==> config.mk <==
export PLATFORM = sky130hd
export DESIGN_NAME = ring_automaton
export DESIGN_NICKNAME = d
export VERILOG_FILES = /design/src/rtl/ring_ca_pkg.sv /design/src/rtl/ring_tick_div.sv /design/src/rtl/ring_ca_lfsr.sv /design/src/rtl/ring_ca_rule.sv /design/src/rtl/ring_automaton.sv
export SDC_FILE = /design/constraint.sdc
export NUM_CORES = 1
export LEC_CHECK = 0
export BUFFER_PORTS_ARGS = -buffer_cell sky130_fd_sc_hd__buf_4
export CAP_MARGIN = 10
export CORE_MARGIN = 2
export CORE_UTILIZATION = 51
export CTS_CLUSTER_SIZE = 8
export DETAILED_ROUTE_END_ITERATION = 7
export PLACE_DENSITY = 0.66
export SYNTH_ARGS = -nofsm -noshare
export SYNTH_HDL_FRONTEND = slang
export SYNTH_SLANG_ARGS = --single-unit
==> constraint.sdc <==
create_clock -name clk -period 5.38 [get_ports clk]
set_input_delay 0.538 -clock clk [delete_from_list [all_inputs] [get_ports clk]]
set_output_delay 0.538 -clock clk [all_outputs]
set_load 0.02 [all_outputs]
==> src/rtl/ring_ca_pkg.sv <==
package ring_ca_pkg;

  // Neighbour-count rule: none alive keeps the cell, one alive sets it,
  // two alive clears it.
  function automatic logic cell_next(input logic left, input logic self, input logic right);
    return (left ^ right) | (~left & ~right & self);
  endfunction

endpackage

==> src/rtl/ring_tick_div.sv <==
module ring_tick_div #(
  parameter int unsigned DIV = 50_000_000
) (
  input  logic clk,
  input  logic rst,
  output logic tick
);
  localparam int unsigned CW = (DIV > 1) ? $clog2(DIV) : 1;
  localparam logic [CW-1:0] LAST = CW'(DIV - 1);

  logic [CW-1:0] cnt_q;

  always_ff @(posedge clk) begin
    if (rst)               cnt_q <= '0;
    else if (cnt_q == LAST) cnt_q <= '0;
    else                    cnt_q <= cnt_q + 1'b1;
  end

  // Single-cycle enable taken from the registered count.
  assign tick = (cnt_q == LAST);
endmodule

==> src/rtl/ring_ca_lfsr.sv <==
module ring_ca_lfsr #(
  parameter int unsigned N = 8
) (
  input  logic         clk,
  input  logic         rst,
  input  logic         adv,
  output logic [N-1:0] val
);
  localparam logic [N-1:0] INIT = N'(1) << (N - 1);

  logic [N-1:0] sr_q;

  always_ff @(posedge clk) begin
    if (rst)      sr_q <= INIT;
    else if (adv) sr_q <= {sr_q[N-2:0], sr_q[N-1] ^ sr_q[N-2]};
  end

  assign val = sr_q;
endmodule

==> src/rtl/ring_ca_rule.sv <==
module ring_ca_rule #(
  parameter int unsigned N = 8
) (
  input  logic [N-1:0] cur,
  output logic [N-1:0] nxt
);
  import ring_ca_pkg::*;

  for (genvar i = 0; i < N; i++) begin : g_cell
    localparam int unsigned LI = (i == 0)     ? N - 1 : i - 1;
    localparam int unsigned RI = (i == N - 1) ? 0     : i + 1;
    assign nxt[i] = cell_next(cur[LI], cur[i], cur[RI]);
  end
endmodule

==> src/rtl/ring_automaton.sv <==
module ring_automaton #(
  parameter int unsigned       N_CELLS  = 8,
  parameter int unsigned       TICK_DIV = 50_000_000,
  parameter logic [N_CELLS-1:0] SEED    = N_CELLS'(8'b0010_0100)
) (
  input  logic               clk,
  input  logic               rst,
  output logic [N_CELLS-1:0] leds
);
  logic               tick;
  logic [N_CELLS-1:0] state_q;
  logic [N_CELLS-1:0] nxt_gen;
  logic [N_CELLS-1:0] lfsr_val;
  logic [N_CELLS-1:0] reseed_val;

  ring_tick_div #(.DIV(TICK_DIV)) u_div (
    .clk (clk),
    .rst (rst),
    .tick(tick)
  );

  ring_ca_lfsr #(.N(N_CELLS)) u_lfsr (
    .clk(clk),
    .rst(rst),
    .adv(tick),
    .val(lfsr_val)
  );

  // Operates on the registered snapshot only.
  ring_ca_rule #(.N(N_CELLS)) u_rule (
    .cur(state_q),
    .nxt(nxt_gen)
  );

  always_comb reseed_val = (lfsr_val == '0) ? SEED : lfsr_val;

  always_ff @(posedge clk) begin
    if (rst) begin
      state_q <= SEED;
    end else if (tick) begin
      if (state_q == '0)           state_q <= reseed_val;
      else if (nxt_gen == state_q) state_q <= '0;
      else                         state_q <= nxt_gen;
    end
  end

  assign leds = state_q;
endmodule

==> results by stage, run 1 <==
Drt:
- Dividing the detail-routed wire length by the instance count gives 13.6 µm.
- Using the TritonRoute via totals, the vias-per-cell ratio works out to 5.49.
- The detail route stage leaves a number of antenna-violating nets equal to 0.
- The count of TritonRoute iterations in the first routing pass is 4.
- The detailed router finished its first iteration with 143 violations.
- For this run, design rule violations remaining after detail routing come to 0.
- For this block, the routed nets add up to 4.43 mm of wire.
- The routed layout has 1,789 vias.

Yosys:
- Of the total synthesized cell area, the portion taken by XOR and XNOR cells is 0.0912.
- The async set or reset register ratio after synthesis is 0.
- The post-synth net total is 277.
- The total standard cell area after synthesis is 2300 µm².
- Of the total synthesized cell area, the portion taken by full adders, half adders and majority gates is 0.0543.
- For this run, the leading register cell type out of synthesis is sky130_fd_sc_hd__dfxtp_1.
- Measured against the total synthesized area, the mux share comes to 0.0304.
- The synthesized design contains 0 enable-type register cells.
- After technology mapping, the gate count stands at 265.
- The Yosys step of the flow raised 0 warnings.
- Synthesis inferred 42 register bits.
- A synthesized cell averages 8.70 µm².
- The post-synthesis compound-gate area fraction came to 0.113.
- After synthesis, the largest family of logic cells by area is simple AND/OR/NAND/NOR gates.
- Synthesis instantiated 46 different standard cells from the library.
- Of the total synthesized cell area, the portion taken by AND, OR, NAND and NOR gates is 0.283.
- For this run, the register share of the synthesized area comes to 0.365.

STA:
- The minimum clock period is 2.14 ns.
- Setup repair after global routing left no endpoint under its margin.
- The setup TNS is 0 ns.
- The normalized max-slew margin is 0.507.
- Setup violations remaining at the end of the flow were counted as 0.
- Setup slack on the critical path of the routed design comes to 3.24 ns.
- For the final database, setup skew stands at 0.00940 ns.
- The top achievable clock speed is 467 MHz.
- The final number of max-transition violations is 0.
- The final period utilization is 0.398.
- The final number of hold-violating endpoints is 0.
- The transition at the pin with the smallest max-transition slack is 0.733 ns.

Worst setup path:
- The setup slack of the worst register-to-register path is 3.24 ns.
- In this run the number of cells on the critical path is 7.
- The setup path with the least slack is of type reg2reg.
- The worst register-to-register path begins at u_div.cnt_q[0]$_SDFF_PP0_.
- The capture point of the critical path is u_div.cnt_q[3]$_SDFF_PP0_.
- The library cell contributing the largest single delay on the critical path is sky130_fd_sc_hd__or2_2.
- Along the worst path, the maximum fanout reaches 25.
- Data on the critical path is required at its endpoint by 5.55 ns.
- Walking the worst path, the cells encountered are ha_1 > and2_2 > nand2_4 > nor4_4 > buf_4 > or2_2 > nor2_1.
- STA classifies the critical path endpoint as a flop.
- The arrival time at the worst endpoint is 2.31 ns.
- The launching element of the worst setup path is u_div.cnt_q[0]$_SDFF_PP0_.
- The element type at the critical path start is a flop.
- The delay of the slowest cell on the worst path is 0.47 ns.
- The cell family contributing the most delay on the critical path is simple AND/OR/NAND/NOR gates.
- The endpoint identified for the worst register-to-register timing path is u_div.cnt_q[3]$_SDFF_PP0_.
- The count of buffering cells on the critical path with inverters included is 1.
- For the worst flop-to-flop path, the logic depth is 7.

GRT:
- The largest net degree at the start of global routing is 26.
- The aggregate global-route resource usage is 0.196.
- The number of antenna violations at the first check in global routing is 0.
- The global-route wire length before repair is 7.99 mm.
- The via count of the first global-routing pass is 1,786.
- The total overflow left after global routing is 0.

Final layout:
- The count of nets after finishing is 285.
- The library cell used most frequently in the layout, excluding fill and tap cells, is sky130_fd_sc_hd__nor2_1.
- The proportion of layout cells with a drive suffix above 1 is 0.117.
- The final instance count without filler cells is 326.
- In the final layout, flip-flops and latches occupy 841 µm².
- The number of antenna diodes in the final layout is 0.
- Compared with the post-synthesis result, the final layout area differs by 6.46%.
- The area used by multi-input combinational logic is 1320 µm².
- The fill cell total of the finished layout is 398.
- The library cells used most frequently in the layout, excluding fill and tap cells, are 59 x sky130_fd_sc_hd__nor2_1, 42 x sky130_fd_sc_hd__dfxtp_1, 14 x sky130_fd_sc_hd__o21ai_0.

Power and ir drop:
- The maximum resistive drop on vdd is 135 µV.
- The leakage power figure is 0.000889 µW.
- The power per cell area is 231 nW/µm².

Clock tree:
- Clock tree synthesis found a total of 42 sinks.
- The number of gates resized after CTS is 0.
- The maximum root-to-sink buffer count is 2.
- The number of hold-repair buffers added at the cts stage is 0.
- Buffers added to address setup during post-CTS repair amount to 0.
- The CTS tree is built.
- The clock insertion delay at the later pin of the skew report is 0.29 ns.
- After clock tree synthesis, the clock-pin slew on the worst setup and hold paths is 0.08 ns.
- The total clock buffers created by CTS is 5.
- The CTS H-tree depth is 2.
- The tree is rooted in a sky130_fd_sc_hd__clkbuf_8.

Placement:
- The total half-perimeter wirelength after legalization and detailed placement is 3.08 mm.
- The worst setup slack after placement is 3.21 ns.
- During placement, the flow inserted port buffers numbering 9.
- The final estimated routing congestion in global placement is 0.872.
- Including well taps, the total number of placed cells is 318.

Floorplan:
- The floorplan step defined a die boundary enclosing 5070 µm².
- The x dimension of the die is 71.2 µm.
- The effective utilization at floorplan is 0.529.
- The height of the die is 71.2 µm.
- For this design the top-level I/O count stands at 10.
- The core region is 4350 µm².
- The number of placement rows is 24.

Run status:
- The flow ran to the end, and the final reports show no timing, DRC or antenna violations.

Job:
- Max-cap violations in this run came to 0.

Min path:
- The hold path startpoint is u_div.cnt_q[0]$_SDFF_PP0_.
- The path class of the tightest hold or removal check is reg2reg.
where the power goes:
part / switching (µW) / internal, µW / total [µW]
Sequential: 1.30 / 312 / 314
Combinational: 6.80 / 2.71 / 9.52
Clock: 105 / 139 / 244
Total: 113 / 454 / 567
per-layer routing:
metal  wire, µm  GRT usage
met1       2290      0.280
met2       1910      0.287
met3        174     0.0422
met4         66     0.0818
met5          0          0
logic make-up after synthesis:
| group | Yosys count |
|---|---|
| simple gates | 123 |
| flops | 42 |
| compound gates | 37 |
| xor+xnor | 24 |
| buf+inv | 22 |
| fa+ha+maj | 10 |
| mux | 7 |
flip-flops by register name, summed over array words and instances (netlist names):
register     cells
u_lfsr.val       8
u_div.cnt_q     26
leds             8
stage by stage:
stage | hold WS [ns] | power (µW) | utilization | area (µm²)
2_1_floorplan | 0.417 | 332 | - | 2300
3_3_place_gp | 0.434 | 331 | 0.539 | 2350
3_5_place_dp | 0.447 | 331 | 0.539 | 2350
4_1_cts | 0.461 | 573 | 0.564 | 2450
5_1_grt | 0.489 | 589 | 0.564 | 2450
6_report | 0.456 | 567 | 0.564 | 2450
worst register-to-register path, cell delays in order, from the launching register on:
cell                      delay [ns]
sky130_fd_sc_hd__dfxtp_1        0.36
sky130_fd_sc_hd__ha_1           0.19
sky130_fd_sc_hd__and2_2         0.21
sky130_fd_sc_hd__nand2_4        0.09
sky130_fd_sc_hd__nor4_4         0.26
sky130_fd_sc_hd__buf_4          0.33
sky130_fd_sc_hd__or2_2          0.47
sky130_fd_sc_hd__nor2_1         0.11
how the worst min path moves through the flow:
stage / end / slack [ns] / depth (start not counted)
after floorplan: u_div.cnt_q[0]$_SDFF_PP0_ / 0.42 / 1
after CTS: u_div.cnt_q[0]$_SDFF_PP0_ / 0.46 / 1
after detailed placement: u_div.cnt_q[0]$_SDFF_PP0_ / 0.45 / 1
after global placement: u_div.cnt_q[0]$_SDFF_PP0_ / 0.43 / 1
final: u_div.cnt_q[0]$_SDFF_PP0_ / 0.46 / 1
after global routing: u_div.cnt_q[0]$_SDFF_PP0_ / 0.49 / 1
Yosys cell counts, drive strengths merged, types with 2 or more instances:
cell / count / area (µm²)
inv: 13 / 48.8
and2: 5 / 33.8
o21ai: 14 / 70.1
nor3: 4 / 25.0
ha: 10 / 125
nand2: 14 / 60.1
a22oi: 4 / 30.0
nand4: 7 / 43.8
a311oi: 6 / 71.3
buf: 5 / 52.6
xor2: 13 / 114
clkbuf: 4 / 45.0
a32oi: 2 / 17.5
nor4: 6 / 52.6
a21oi: 6 / 30.0
or4: 2 / 18.8
nand3b: 2 / 15.0
o21a: 2 / 15.0
and3: 3 / 20.0
dfxtp: 42 / 841
xnor2: 11 / 96.3
and4: 5 / 48.8
mux2i: 7 / 70.1
nor2: 60 / 233
nand3: 10 / 62.6
area by class of cell:
cell class	instances	share of cell area
Multi-Input combinational cell	201	0.537
Sequential cell	42	0.343
Clock buffer	7	0.0311
Timing Repair Buffer	10	0.0306
Tap cell	52	0.0265
Inverter	13	0.0199
Clock inverter	1	0.0122
Power figures use the tool's default switching activity.
==> inputs of run 2 (changes only) <==
--- a/config.mk
+++ b/config.mk
@@ -5,6 +5,7 @@
 export SDC_FILE = /design/constraint.sdc
 export NUM_CORES = 1
 export LEC_CHECK = 0
+export ABC_AREA = 1
 export BUFFER_PORTS_ARGS = -buffer_cell sky130_fd_sc_hd__buf_4
 export CAP_MARGIN = 10
 export CORE_MARGIN = 2
==> constraint.sdc (replaced) <==
create_clock -name clk -period 2.2 [get_ports clk]
set_input_delay 0.22 -clock clk [delete_from_list [all_inputs] [get_ports clk]]
set_output_delay 0.22 -clock clk [all_outputs]
set_load 0.02 [all_outputs]
==> run 2 against run 1 <==
Effect of this change:
- total power is 150% higher
- sequential share of layout area is 4.0 points lower
- sequential power rose by 140%
- largest power group unchanged
- highest routed layer unchanged
- design area grew 13%
- via count increased by 29%
- register-to-register slack got worse by 2.9 ns
- area after synthesis grew 10%
- routed wire length increased by 27%
- first-iteration DRC count grew 78%
==> results by stage, run 2 <==
Run status:
- The flow ran to the end, and the final reports show no timing, DRC or antenna violations.

STA:
- The final number of max-transition violations is 0 (unchanged).
- Setup repair after global routing left no endpoint under its margin.
- The normalized max-slew margin is 0.730 (+0.223).
- The setup TNS came to 0 ns (unchanged).
- The transition at the pin with the smallest max-transition slack is 0.403 ns (-0.330 ns).
- The final period utilization is 0.856 (+0.458).
- The final number of hold-violating endpoints came to 0 (unchanged).
- The final critical-path setup slack came to 0.316 ns (-2.92 ns).
- The hold slack is 0.418 ns (-0.0380 ns).
- The top achievable clock speed came to 531 MHz (+14%).
- The final worst clock skew is 0.00748 ns (-0.00192 ns).
- The minimum clock period is 1.88 ns (-0.257 ns).
- The count of endpoints failing setup in the final report is 0 (unchanged).

Floorplan:
- The area of the core region is 4750 µm² (+9.2%).
- The die area is 5570 µm² (+9.8%).
- The height of the die is 74.6 µm (+4.8%).
- The number of placement rows is 25 (+4.2%).
- The I/O pin total is 10 (unchanged).
- The x dimension of the die is 74.6 µm (+4.8%).
- The effective utilization at floorplan is 0.535 (+0.00595).

Final layout:
- The area used by multi-input combinational logic is 1470 µm² (+11%).
- Compared with the post-synthesis result, the final layout area differs by 9.10%.
- The fill cell total of the finished layout is 477 (+20%).
- The sequential standard cell area came to 841 µm² (unchanged).
- The count of nets after finishing came to 413 (+45%).
- The proportion of layout cells with a drive suffix above 1 was 0.104 (-0.0123).
- The post-layout utilization of the core came to 0.584 (+0.0204).
- The library cell used most frequently in the layout, excluding fill and tap cells, is sky130_fd_sc_hd__nand2_1.
- The largest register by flop count is u_div.cnt_q.
- The library cells used most frequently in the layout, excluding fill and tap cells, are 87 x sky130_fd_sc_hd__nand2_1, 76 x sky130_fd_sc_hd__nor2_1, 50 x sky130_fd_sc_hd__inv_1.
- The flip-flop count of the largest register, all copies and words added is 26 (unchanged).
- The total inserted antenna cells is 0 (unchanged).

GRT:
- The aggregate global-route resource usage is 0.226 (+0.0296).
- The number of antenna violations at the first check in global routing was 0 (unchanged).
- The global-route wire length before repair is 9.64 mm (+21%).
- The global route total overflow came to 0 (unchanged).
- The largest net degree at the start of global routing is 37 (+42%).
- The via count of the first global-routing pass is 2,038 (+14%).

Worst setup path:
- The maximum fanout count along the critical path was 36 (+44%).
- The element type at the critical path end is a flop.
- The required time at the endpoint of the critical path is 2.37 ns (-3.18 ns).
- The startpoint identified for the worst register-to-register timing path is u_div.cnt_q[0]$_SDFF_PP0_.
- The number of cells on the critical path was 8 (+1).
- The kind of cell with the highest combined delay along the critical path is simple AND/OR/NAND/NOR gates.
- The delay of the slowest cell on the worst path came to 0.41 ns (-0.06 ns).
- The arrival time at the worst endpoint was 2.05 ns (-0.26 ns).
- The worst register-to-register path ends at u_lfsr.val[0]$_SDFFE_PP0N_.
- The element type at the critical path start is a flop.
- The launching element of the worst setup path is u_div.cnt_q[0]$_SDFF_PP0_.
- The path depth of the worst reg2reg path was 8 (+1).
- The start-to-end type of the worst setup path is reg2reg.
- For this design, the slowest cell found on the critical path is sky130_fd_sc_hd__dfxtp_1.
- The setup slack of the worst register-to-register path came to 0.32 ns (-2.92 ns).
- The cell with the most instances on the worst path is sky130_fd_sc_hd__nand2_4.
- The critical path goes through ha_1 > nand2_2 > nor2_8 > nand2_4 > nor2_4 > nand3_4 > nand2_4 > o21ai_0.
- The count of buffering cells on the critical path with inverters included was 0 (-1).
- The most critical setup path has its endpoint at u_lfsr.val[0]$_SDFFE_PP0N_.

Drt:
- The sum of routed wire length over all layers is 5.63 mm (+27%).
- The count of antenna-violating nets left after detailed routing is 0 (unchanged).
- The average routed wire per standard cell is 12.0 µm (-12%).
- The detailed-route DRC error count came to 0 (unchanged).
- The detailed-route vias per instance was 4.91 (-10%).
- The number of violations reported at the end of detailed-routing iteration 0 was 254 (+78%).
- The via total after detailed routing is 2,304 (+29%).
- The count of TritonRoute iterations in the first routing pass is 4 (unchanged).

Clock tree:
- The maximum root-to-sink buffer count is 2 (unchanged).
- The root buffer cell chosen for the clock tree is sky130_fd_sc_hd__clkbuf_8.
- The clock insertion delay at the later pin of the skew report is 0.29 ns (about the same).
- The number of gates resized after CTS is 0 (unchanged).
- The total clock buffers created by CTS is 5 (unchanged).
- The CTS tree is built.
- The number of hold-repair buffers added at the cts stage is 0 (unchanged).
- The total setup buffers inserted after CTS is 0 (unchanged).
- The clock transition at the registers of the reported paths is 0.08 ns (about the same).
- The count of clock tree sinks is 42 (unchanged).
- The CTS H-tree depth is 2 (unchanged).

Yosys:
- After synthesis, the most frequently instantiated cells are 87 x sky130_fd_sc_hd__nand2_1, 76 x sky130_fd_sc_hd__nor2_1, 50 x sky130_fd_sc_hd__inv_1.
- The count of state elements after synthesis was 42 (unchanged).
- The mux cell area share after synthesis was 0 (-0.0304).
- The area share of the leading cell type in the synthesized netlist was 0.330 (-0.0344).
- The post-synth net total was 401 (+45%).
- The synthesized design spends more area on one cell type than any other, namely sky130_fd_sc_hd__dfxtp_1.
- By area the synthesized netlist is led by sky130_fd_sc_hd__dfxtp_1 33%, sky130_fd_sc_hd__nand2_1 13%, sky130_fd_sc_hd__nor2_1 11%, sky130_fd_sc_hd__inv_1 7.4%, sky130_fd_sc_hd__a21oi_1 5.9%.
- The post-synthesis compound-gate area fraction came to 0.0905 (-0.0225).
- The synthesized netlist cell count was 389 (+47%).
- The post-synthesis sequential area ratio came to 0.330 (-0.0344).
- The post-synthesis xor/xnor area fraction is 0.0344 (-0.0568).
- The count of synthesis-stage warnings from yosys is 0 (unchanged).
- The total standard cell area after synthesis was 2540 µm² (+10%).
- By area, the combinational part of the netlist is dominated by simple AND/OR/NAND/NOR gates.
- The per-instance average area after synthesis is 6.54 µm² (-25%).
- sky130_fd_sc_hd__nand2_1 is the most common cell in the netlist.
- The count of different cell masters after synthesis is 29 (-37%).
- The area fraction in and, or, nand and nor cells after synthesis was 0.403 (+0.120).
- For this run, the leading register cell type out of synthesis is sky130_fd_sc_hd__dfxtp_1.
- The post-synthesis adder-cell area fraction is 0.0492 (-0.00512).
- The async set or reset register ratio after synthesis is 0 (unchanged).
- The number of enable flip-flop cells after synthesis is 0 (unchanged).

Power and ir drop:
- The overall power consumption is 1400 µW (+150%).
- The leakage power figure came to 0.00122 µW (+37%).
- The power per cell area is 506 nW/µm² (+120%).
- The maximum resistive drop on vdd is 488 µV (+260%).

Min path:
- The path class of the lowest-slack min-delay path is in2reg.

Placement:
- The worst setup slack after placement was 0.298 ns (-2.92 ns).
- The final estimated routing congestion in global placement is 0.972 (+11%).
- The total half-perimeter wirelength after legalization and detailed placement is 4.34 mm (+41%).
- The count of buffers inserted at the top-level ports was 9 (unchanged).

Job:
- The count of max-cap constraint violations is 0 (unchanged).
[run 2: cell count changes in the layout (fill, tap and decap cells not counted), moves of 8 or more]
cell / previous run / this run
sky130_fd_sc_hd__nand2_1: 13 / 87
sky130_fd_sc_hd__inv_1: 13 / 50
sky130_fd_sc_hd__nor2_1: 59 / 76
sky130_fd_sc_hd__xnor2_1: 11 / 3
sky130_fd_sc_hd__nand3_1: 9 / 19
sky130_fd_sc_hd__a21oi_1: 6 / 30
[run 2: cell families (layout without fill, tap and decap cells)]
kind of cell | count (synthesis) | count (layout)
simple gates | 225 | 225
fa+ha+maj | 10 | 10
buf+inv | 58 | 71
compound gates | 44 | 44
xor+xnor | 10 | 10
flops | 42 | 42
[run 2: worst register-to-register path: cells and delay by family (launching register included)]
kind	cells	cell delay, ns
AO/OA/AOI/OAI	1	0.14
adder cells (fa/ha/maj)	1	0.21
flip-flops	1	0.41
AND/OR/NAND/NOR	6	1.00
[run 2: layout make-up]
cell class,instances,area share
multi-input combinational,289,0.529
sequential,42,0.303
inverter,54,0.0730
tap,67,0.0302
clock buffer,5,0.0248
timing repair buffer,9,0.0243
clock inverter,3,0.0162
[run 2: how the worst min path moves through the flow]
stage                     slack [ns]                         end                        from  depth (start not counted)
final                           0.42        leds[6]$_SDFFE_PP0N_                         rst                          4
after global routing            0.43        leds[7]$_SDFFE_PP0N_                         rst                          4
after CTS                       0.42        leds[7]$_SDFFE_PP0N_                         rst                          4
after detailed placement        0.48   u_div.cnt_q[0]$_SDFF_PP0_   u_div.cnt_q[0]$_SDFF_PP0_                          1
after global placement          0.47   u_div.cnt_q[0]$_SDFF_PP0_   u_div.cnt_q[0]$_SDFF_PP0_                          1
after floorplan                 0.45  u_div.cnt_q[23]$_SDFF_PP0_  u_div.cnt_q[23]$_SDFF_PP0_                          2
[run 2: metrics by stage]
| step | area [µm²] | std cells |
|---|---|---|
| 2_1_floorplan | 2540 | 389 |
| 3_3_place_gp | 2660 | 461 |
| 3_5_place_dp | 2660 | 461 |
| 4_1_cts | 2780 | 469 |
| 5_1_grt | 2780 | 469 |
| 6_report | 2780 | 469 |
[run 2: report_power, final]
group,internal (µW),total [µW],switching [µW]
clock,338,611,273
combinational,6.58,24.5,18.0
sequential,764,769,4.61
[run 2: metal layers]
metal | vias up | GRT usage | wire length [µm]
met1 | 996 | 0.347 | 3170
li1 | 1257 | - | -
met2 | 47 | 0.322 | 2210
met5 | - | 0 | 0
met4 | 0 | 0.0635 | 38
met3 | 4 | 0.0428 | 212
